--- src/rtl/cps_pkg.sv ---
package cps_pkg;
  typedef enum logic [1:0] {
    PH_AZ    = 2'd0,
    PH_INT   = 2'd1,
    PH_DEINT = 2'd2
  } phase_e;
endpackage

--- src/rtl/cps_sync.sv ---
module cps_sync #(
  parameter int STAGES = 2
) (
  input  logic clk,
  input  logic rst,
  input  logic d,
  output logic q
);
  logic [STAGES-1:0] chain_q;

  generate
    for (genvar s = 0; s < STAGES; s++) begin : g_stage
      if (s == 0) begin : g_first
        always_ff @(posedge clk) begin
          if (rst) chain_q[0] <= 1'b0;
          else     chain_q[0] <= d;
        end
      end else begin : g_next
        always_ff @(posedge clk) begin
          if (rst) chain_q[s] <= 1'b0;
          else     chain_q[s] <= chain_q[s-1];
        end
      end
    end
  endgenerate

  assign q = chain_q[STAGES-1];
endmodule

--- src/rtl/cps_span.sv ---
module cps_span #(
  parameter int CFG_W   = 8,
  parameter int SLICE_W = 8,
  parameter int CNT_W   = 19
) (
  input  logic             clk,
  input  logic             rst,
  input  logic [CFG_W-1:0] cfg_val,
  output logic [CNT_W-1:0] span_o
);
  localparam logic [CNT_W-1:0] SPAN_MIN = CNT_W'(1) << SLICE_W;

  logic [CNT_W-1:0] steps;
  assign steps = CNT_W'(cfg_val) + CNT_W'(1);

  always_ff @(posedge clk) begin
    if (rst) span_o <= SPAN_MIN;
    else     span_o <= steps << SLICE_W;
  end
endmodule

--- src/rtl/cps_ctrl.sv ---
module cps_ctrl
  import cps_pkg::*;
#(
  parameter int CNT_W   = 19,
  parameter int FS_LOG2 = 2
) (
  input  logic             clk,
  input  logic             rst,
  input  logic             hold_s,
  input  logic             cfg_ok,
  input  logic             cmp_zero,
  input  logic [CNT_W-1:0] span,
  output logic [1:0]       phase_o,
  output logic             eoc_n_o,
  output logic [CNT_W-1:0] result_o,
  output logic             rdy_o
);
  phase_e           ph_q, ph_d;
  logic [CNT_W-1:0] cnt_q, cnt_d;
  logic [CNT_W-1:0] len_q, len_d;
  logic [CNT_W-1:0] res_q, res_d;
  logic             rdy_q, rdy_d;
  logic             eoc_n_q;
  logic [CNT_W-1:0] fs_lim;

  assign fs_lim = len_q << FS_LOG2;

  always_comb begin
    ph_d  = ph_q;
    cnt_d = cnt_q + CNT_W'(1);
    len_d = len_q;
    res_d = res_q;
    rdy_d = 1'b0;
    if (hold_s || !cfg_ok) begin
      ph_d  = PH_AZ;
      cnt_d = '0;
    end else begin
      case (ph_q)
        PH_AZ: begin
          if (cnt_q >= span - CNT_W'(1)) begin
            ph_d  = PH_INT;
            cnt_d = '0;
            len_d = span;
          end
        end
        PH_INT: begin
          if (cnt_q >= len_q - CNT_W'(1)) begin
            ph_d  = PH_DEINT;
            cnt_d = '0;
          end
        end
        PH_DEINT: begin
          if (cmp_zero || (cnt_q >= fs_lim - CNT_W'(1))) begin
            ph_d  = PH_AZ;
            cnt_d = '0;
            res_d = cnt_q + CNT_W'(1);
            rdy_d = 1'b1;
          end
        end
        default: begin
          ph_d  = PH_AZ;
          cnt_d = '0;
        end
      endcase
    end
  end

  always_ff @(posedge clk) begin
    if (rst) begin
      ph_q    <= PH_AZ;
      cnt_q   <= '0;
      len_q   <= '0;
      res_q   <= '0;
      rdy_q   <= 1'b0;
      eoc_n_q <= 1'b0;
    end else begin
      ph_q    <= ph_d;
      cnt_q   <= cnt_d;
      len_q   <= len_d;
      res_q   <= res_d;
      rdy_q   <= rdy_d;
      eoc_n_q <= (ph_d != PH_AZ);
    end
  end

  assign phase_o  = ph_q;
  assign eoc_n_o  = eoc_n_q;
  assign result_o = res_q;
  assign rdy_o    = rdy_q;

  // only the three defined phase codes appear
  a_r1_legal_code: assert property (@(posedge clk) disable iff (rst)
    ph_q != 2'd3);

  // a synchronized hold puts the sequencer in auto-zero at the next edge
  a_r7_hold_forces_az: assert property (@(posedge clk) disable iff (rst)
    hold_s |=> (ph_q == PH_AZ));

  // an invalid configuration keeps auto-zero
  a_r8_cfg_off_az: assert property (@(posedge clk) disable iff (rst)
    !cfg_ok |=> (ph_q == PH_AZ));

  // the ready strobe lasts a single cycle
  a_r5_rdy_single: assert property (@(posedge clk) disable iff (rst)
    rdy_q |=> !rdy_q);

  // the ready strobe coincides with the move from de-integrate to auto-zero
  a_r5_rdy_on_az_entry: assert property (@(posedge clk) disable iff (rst)
    rdy_q |-> (ph_q == PH_AZ) && ($past(ph_q) == PH_DEINT));

  // integrate is entered only from auto-zero
  a_r4_int_after_az: assert property (@(posedge clk) disable iff (rst)
    ((ph_q == PH_INT) && ($past(ph_q) != PH_INT)) |-> ($past(ph_q) == PH_AZ));

  // the de-integrate count never reaches the full-scale limit
  a_r6_fs_bound: assert property (@(posedge clk) disable iff (rst)
    (ph_q == PH_DEINT) |-> (cnt_q < fs_lim));
endmodule

--- src/rtl/conv_phase_seq.sv ---
module conv_phase_seq #(
  parameter int CFG_W       = 8,
  parameter int SLICE_W     = 8,
  parameter int FS_LOG2     = 2,
  parameter int SYNC_STAGES = 2,
  localparam int RES_W      = CFG_W + SLICE_W + FS_LOG2 + 1
) (
  input  logic             clk,
  input  logic             rst,
  input  logic             hold_in,
  input  logic [CFG_W-1:0] cfg_val,
  input  logic             cfg_ok,
  input  logic             cmp_zero,
  output logic [1:0]       phase_o,
  output logic             eoc_n_o,
  output logic [RES_W-1:0] result_o,
  output logic             result_rdy_o
);
  logic             hold_s;
  logic [RES_W-1:0] span;

  cps_sync #(.STAGES(SYNC_STAGES)) u_sync (
    .clk (clk),
    .rst (rst),
    .d   (hold_in),
    .q   (hold_s)
  );

  cps_span #(.CFG_W(CFG_W), .SLICE_W(SLICE_W), .CNT_W(RES_W)) u_span (
    .clk     (clk),
    .rst     (rst),
    .cfg_val (cfg_val),
    .span_o  (span)
  );

  cps_ctrl #(.CNT_W(RES_W), .FS_LOG2(FS_LOG2)) u_ctrl (
    .clk      (clk),
    .rst      (rst),
    .hold_s   (hold_s),
    .cfg_ok   (cfg_ok),
    .cmp_zero (cmp_zero),
    .span     (span),
    .phase_o  (phase_o),
    .eoc_n_o  (eoc_n_o),
    .result_o (result_o),
    .rdy_o    (result_rdy_o)
  );

  // end-of-conversion is low in auto-zero
  a_r2_eoc_low_in_az: assert property (@(posedge clk) disable iff (rst)
    (phase_o == 2'd0) |-> !eoc_n_o);

  // end-of-conversion is high outside auto-zero
  a_r2_eoc_high_else: assert property (@(posedge clk) disable iff (rst)
    (phase_o != 2'd0) |-> eoc_n_o);
endmodule

--- config.mk ---
export PLATFORM = sky130hd
export DESIGN_NAME = conv_phase_seq
export DESIGN_NICKNAME = d
export VERILOG_FILES = /design/src/rtl/cps_pkg.sv /design/src/rtl/cps_sync.sv /design/src/rtl/cps_span.sv /design/src/rtl/cps_ctrl.sv /design/src/rtl/conv_phase_seq.sv
export SDC_FILE = /design/constraint.sdc
export NUM_CORES = 1
export LEC_CHECK = 0
export ABC_AREA = 0
export BUFFER_PORTS_ARGS = -buffer_cell sky130_fd_sc_hd__buf_2
export CORE_UTILIZATION = 59
export CTS_CLUSTER_DIAMETER = 80
export DETAILED_ROUTE_END_ITERATION = 6
export HOLD_SLACK_MARGIN = 0.1
export PLACE_DENSITY = 0.81
export SKIP_LAST_GASP = 1
export SYNTH_ARGS = -nofsm -noshare
export SYNTH_HDL_FRONTEND = slang
export SYNTH_SLANG_ARGS = --single-unit
--- constraint.sdc ---
create_clock -name clk -period 3.75 [get_ports clk]
set_input_delay 0.75 -clock clk [delete_from_list [all_inputs] [get_ports clk]]
set_output_delay 0.75 -clock clk [all_outputs]
set_load 0.02 [all_outputs]
==> results.toml <==
[finish]
drive_above_1_share = 0.173
layout.nets = 454
multi_input_area_um2 = 2080
postLayoutCellArea_um2 = 3880
antenna_cells = 0
final_core_util = 0.697
nFillCells = 437
seqCellArea_um2 = 1240
syn2layout_area_growth_pct = 12.5

[synthesis]
synth_fp_nets = 421
ys_async_sr_fraction = 0
synthFlopType = "dfxtp_1"
yosysTopAreaCell = "dfxtp_1"
synth-edff-count = 0
seq_area_frac_synth = 0.360
synth_area_um2 = 3450
synth_cell_types = 56
post_synth_main_area_contributors = "dfxtp_1 36%, ha_1 9.1%, xnor2_1 4.8%"
synthCells = 383
netlist_top_cells_count = "62 x dfxtp_1, 36 x nor2_1, 28 x a21oi_1, 25 x ha_1, 21 x nand2_1"
yosys_warnings = 0
synth_top_area_frac = 0.360
synth.avg_cell_area_um2 = 9.01
synth.most_common_cell = "dfxtp_1"
ys_ff_latch = 62

[worst_setup_path]
cp_top_family = "compound AO/OA/AOI/OAI gates"
criticalPathCategory = "flop to flop"
worstPathMaxFanout = 20
endpoint_kind = "flop"
reg2reg_to = "u_ctrl.result_o[17]"
r2r_start = "u_ctrl.len_q[8]"
cp.required_ns = 4.01
critPathLaunchType = "flop"
worstPathCellList = "inv_1 -> ha_1 -> or3b_2 -> xor2_1 -> ha_1 -> nand2_1 -> o221ai_1 -> o2111a_1 -> a211oi_2 -> o41ai_2 -> buf_6 -> a21oi_1 -> a211oi_1"
cp.arrival_ns = 3.81
worstRegToRegCells = 13
path_common_cell = "ha_1"
r2r_slack_ns = 0.19
cp.depth = 13
slowest_delay_ns = 0.53
cp_slowest_cell = "or3b_2"
crit_buf_inv = 2

[timing]
setup-tns-final_ns = 0
hold_viol = 0
setup-violations-final = 0
worst_pin_slew_ns = 1.12
grt_setup_unrepaired = "false"
relSlewSlack = 0.250
period_needed_ns = 3.56
fmax_mhz = 281
slew_viol_final = 0
min_period_over_period = 0.948
fin_skew_ns = 0.00989

[hold_path]
holdPathEnd = "u_sync.q"
hold_depth = 1
hold_path_class = "flop to flop"
min_from = "u_sync.chain_q[0]"

[route]
vias = 2860
wirelength_um = 7560
dr.pass1.iters = 4
viasPerCell = 5.80
wl_met2_um = 3580
wl_met3_um = 316
wl_met1_um = 3510
topRoutingLayerUsed = "met4"
wire_per_inst_um = 15.3
drc_errors = 0
detail-route-antenna-nets = 0
drt_iter0_drc = 196

[die]
start_util = 0.619
die_h_um = 78.5
core_um2 = 5570
dieArea_um2 = 6160
core.rowCount = 27
ioPinCount = 36
die_x_um = 78.5

[clocking]
cts_buffer_depth = 2
cts_sinks = 62
h-tree-depth = 3
cts_buffers = 9
postCtsHoldBufs = 0
cts_setup_buffers = 0
clk_latency_ns = 0.36
root_buffer = "clkbuf_8"
cts_tree = "done"
clkTransAtPathRegs_ns = 0.08

[global_route]
grt_pass1_wl_um = 12800
gr-total-overflow = 0
grt_pass1_vias = 2798
gr-usage-all-layers = 0.272
antenna_found_initial = 0
grt_max_degree = 25

[flow_run]
cap_violations = 0

[placement]
gp_congestion = 0.800
io_buffers = 35
placed_area_um2 = 3670
hpwl_um = 5390

[pwr]
leakagePower_nw = 1.62
vdd_drop_max_mv = 0.247
powerDensity_nw_per_um2 = 352

[outcome]
status = "completed"
worst register-to-register path, cell delays in order (launching register included):
cell      delay, ns
dfxtp_1        0.37
inv_1          0.08
ha_1           0.23
or3b_2         0.53
xor2_1         0.19
ha_1           0.34
nand2_1        0.06
o221ai_1       0.22
o2111a_1       0.31
a211oi_2       0.07
o41ai_2        0.40
buf_6          0.24
a21oi_1        0.12
a211oi_1       0.31
worst max-delay path by stage:
stage                         start             endpoint  slack [ns]
floorplan           u_ctrl.len_q[8]   u_ctrl.result_o[2]        0.57
global placement    u_ctrl.len_q[8]  u_ctrl.result_o[10]        0.37
detailed placement  u_ctrl.len_q[8]   u_ctrl.result_o[3]        0.25
CTS                 u_ctrl.len_q[8]  u_ctrl.result_o[17]        0.18
global route        u_ctrl.len_q[8]  u_ctrl.result_o[17]        0.02
finish              u_ctrl.len_q[8]  u_ctrl.result_o[17]        0.19
kinds of logic (layout without fill, tap and decap cells):
kind of cell    count (synthesis)  after routing  share of synthesized area
mux                            11             11                     0.0323
fa+ha+maj                      26             26                     0.0939
buf+inv                        28             66                     0.0370
flops                          62             62                      0.360
simple gates                  139            139                      0.223
xor+xnor                       35             35                     0.0928
compound gates                 82             82                      0.162
metrics by stage:
stage                     worst slack (ns)  hold WS [ns]  power (W)  cells
final                                0.194         0.447    0.00137    493
after floorplan                      0.573         0.414   0.000741    383
after global routing                0.0162         0.474    0.00141    493
after CTS                            0.176         0.449    0.00137    493
after global placement               0.366         0.430   0.000762    477
after detailed placement             0.248         0.432   0.000765    477
final cells by class:
class                   instances  share of cell area
multi-input cells             293               0.536
flip-flops and latches         62               0.320
repair buffers                 39              0.0570
clock buffers                  10              0.0354
well taps                      72              0.0232
clock inverters                 6              0.0177
inverters                      11              0.0106
cell usage in the layout (no fill, tap or decap), types with 4 or more instances in the layout:
cell type / instances
nor2b_1: 6
ha_1: 25
a21oi_1: 28
a211oi_1: 19
nand4_1: 7
xnor2_1: 19
clkinvlp_4: 4
clkbuf_8: 10
a21o_1: 7
nand3_1: 20
nand2b_1: 4
mux2i_1: 10
nand2_1: 21
dfxtp_1: 62
and3_1: 8
inv_1: 11
nor3_1: 9
nor2_4: 10
o21ai_0: 8
nor2_1: 36
or3_1: 7
buf_2: 35
xor2_1: 15
sequential cells by signal, summed over array words and instances (netlist names):
register         cells
u_ctrl.cnt_q        19
u_span.span_o        9
u_ctrl.eoc_n_o       1
u_ctrl.rdy_o         1
u_ctrl.len_q         9
u_ctrl.phase_o       2
u_sync.chain_q       1
u_ctrl.result_o     19
u_sync.q             1
per-layer routing:
| layer | vias to the layer above | track usage |
|---|---|---|
| met3 | 15 | 0.0686 |
| met2 | 66 | 0.451 |
| met5 | - | 0 |
| met1 | 1330 | 0.329 |
| met4 | 0 | 0.126 |
| li1 | 1449 | - |
report_power, final:
part	internal, W	total (W)	switching, W
logic	0.0000303	0.0000763	0.0000460
clock network	0.000327	0.000615	0.000288
registers	0.000666	0.000674	0.00000857
timing repair:
| action | CTS | global route |
|---|---|---|
| endpoints found under the setup margin | 0 | 1 |
| resized for setup | 0 | 1 |
| endpoints found under the hold margin | 0 | 0 |
No activity file was read; power rests on OpenSTA's default activity.
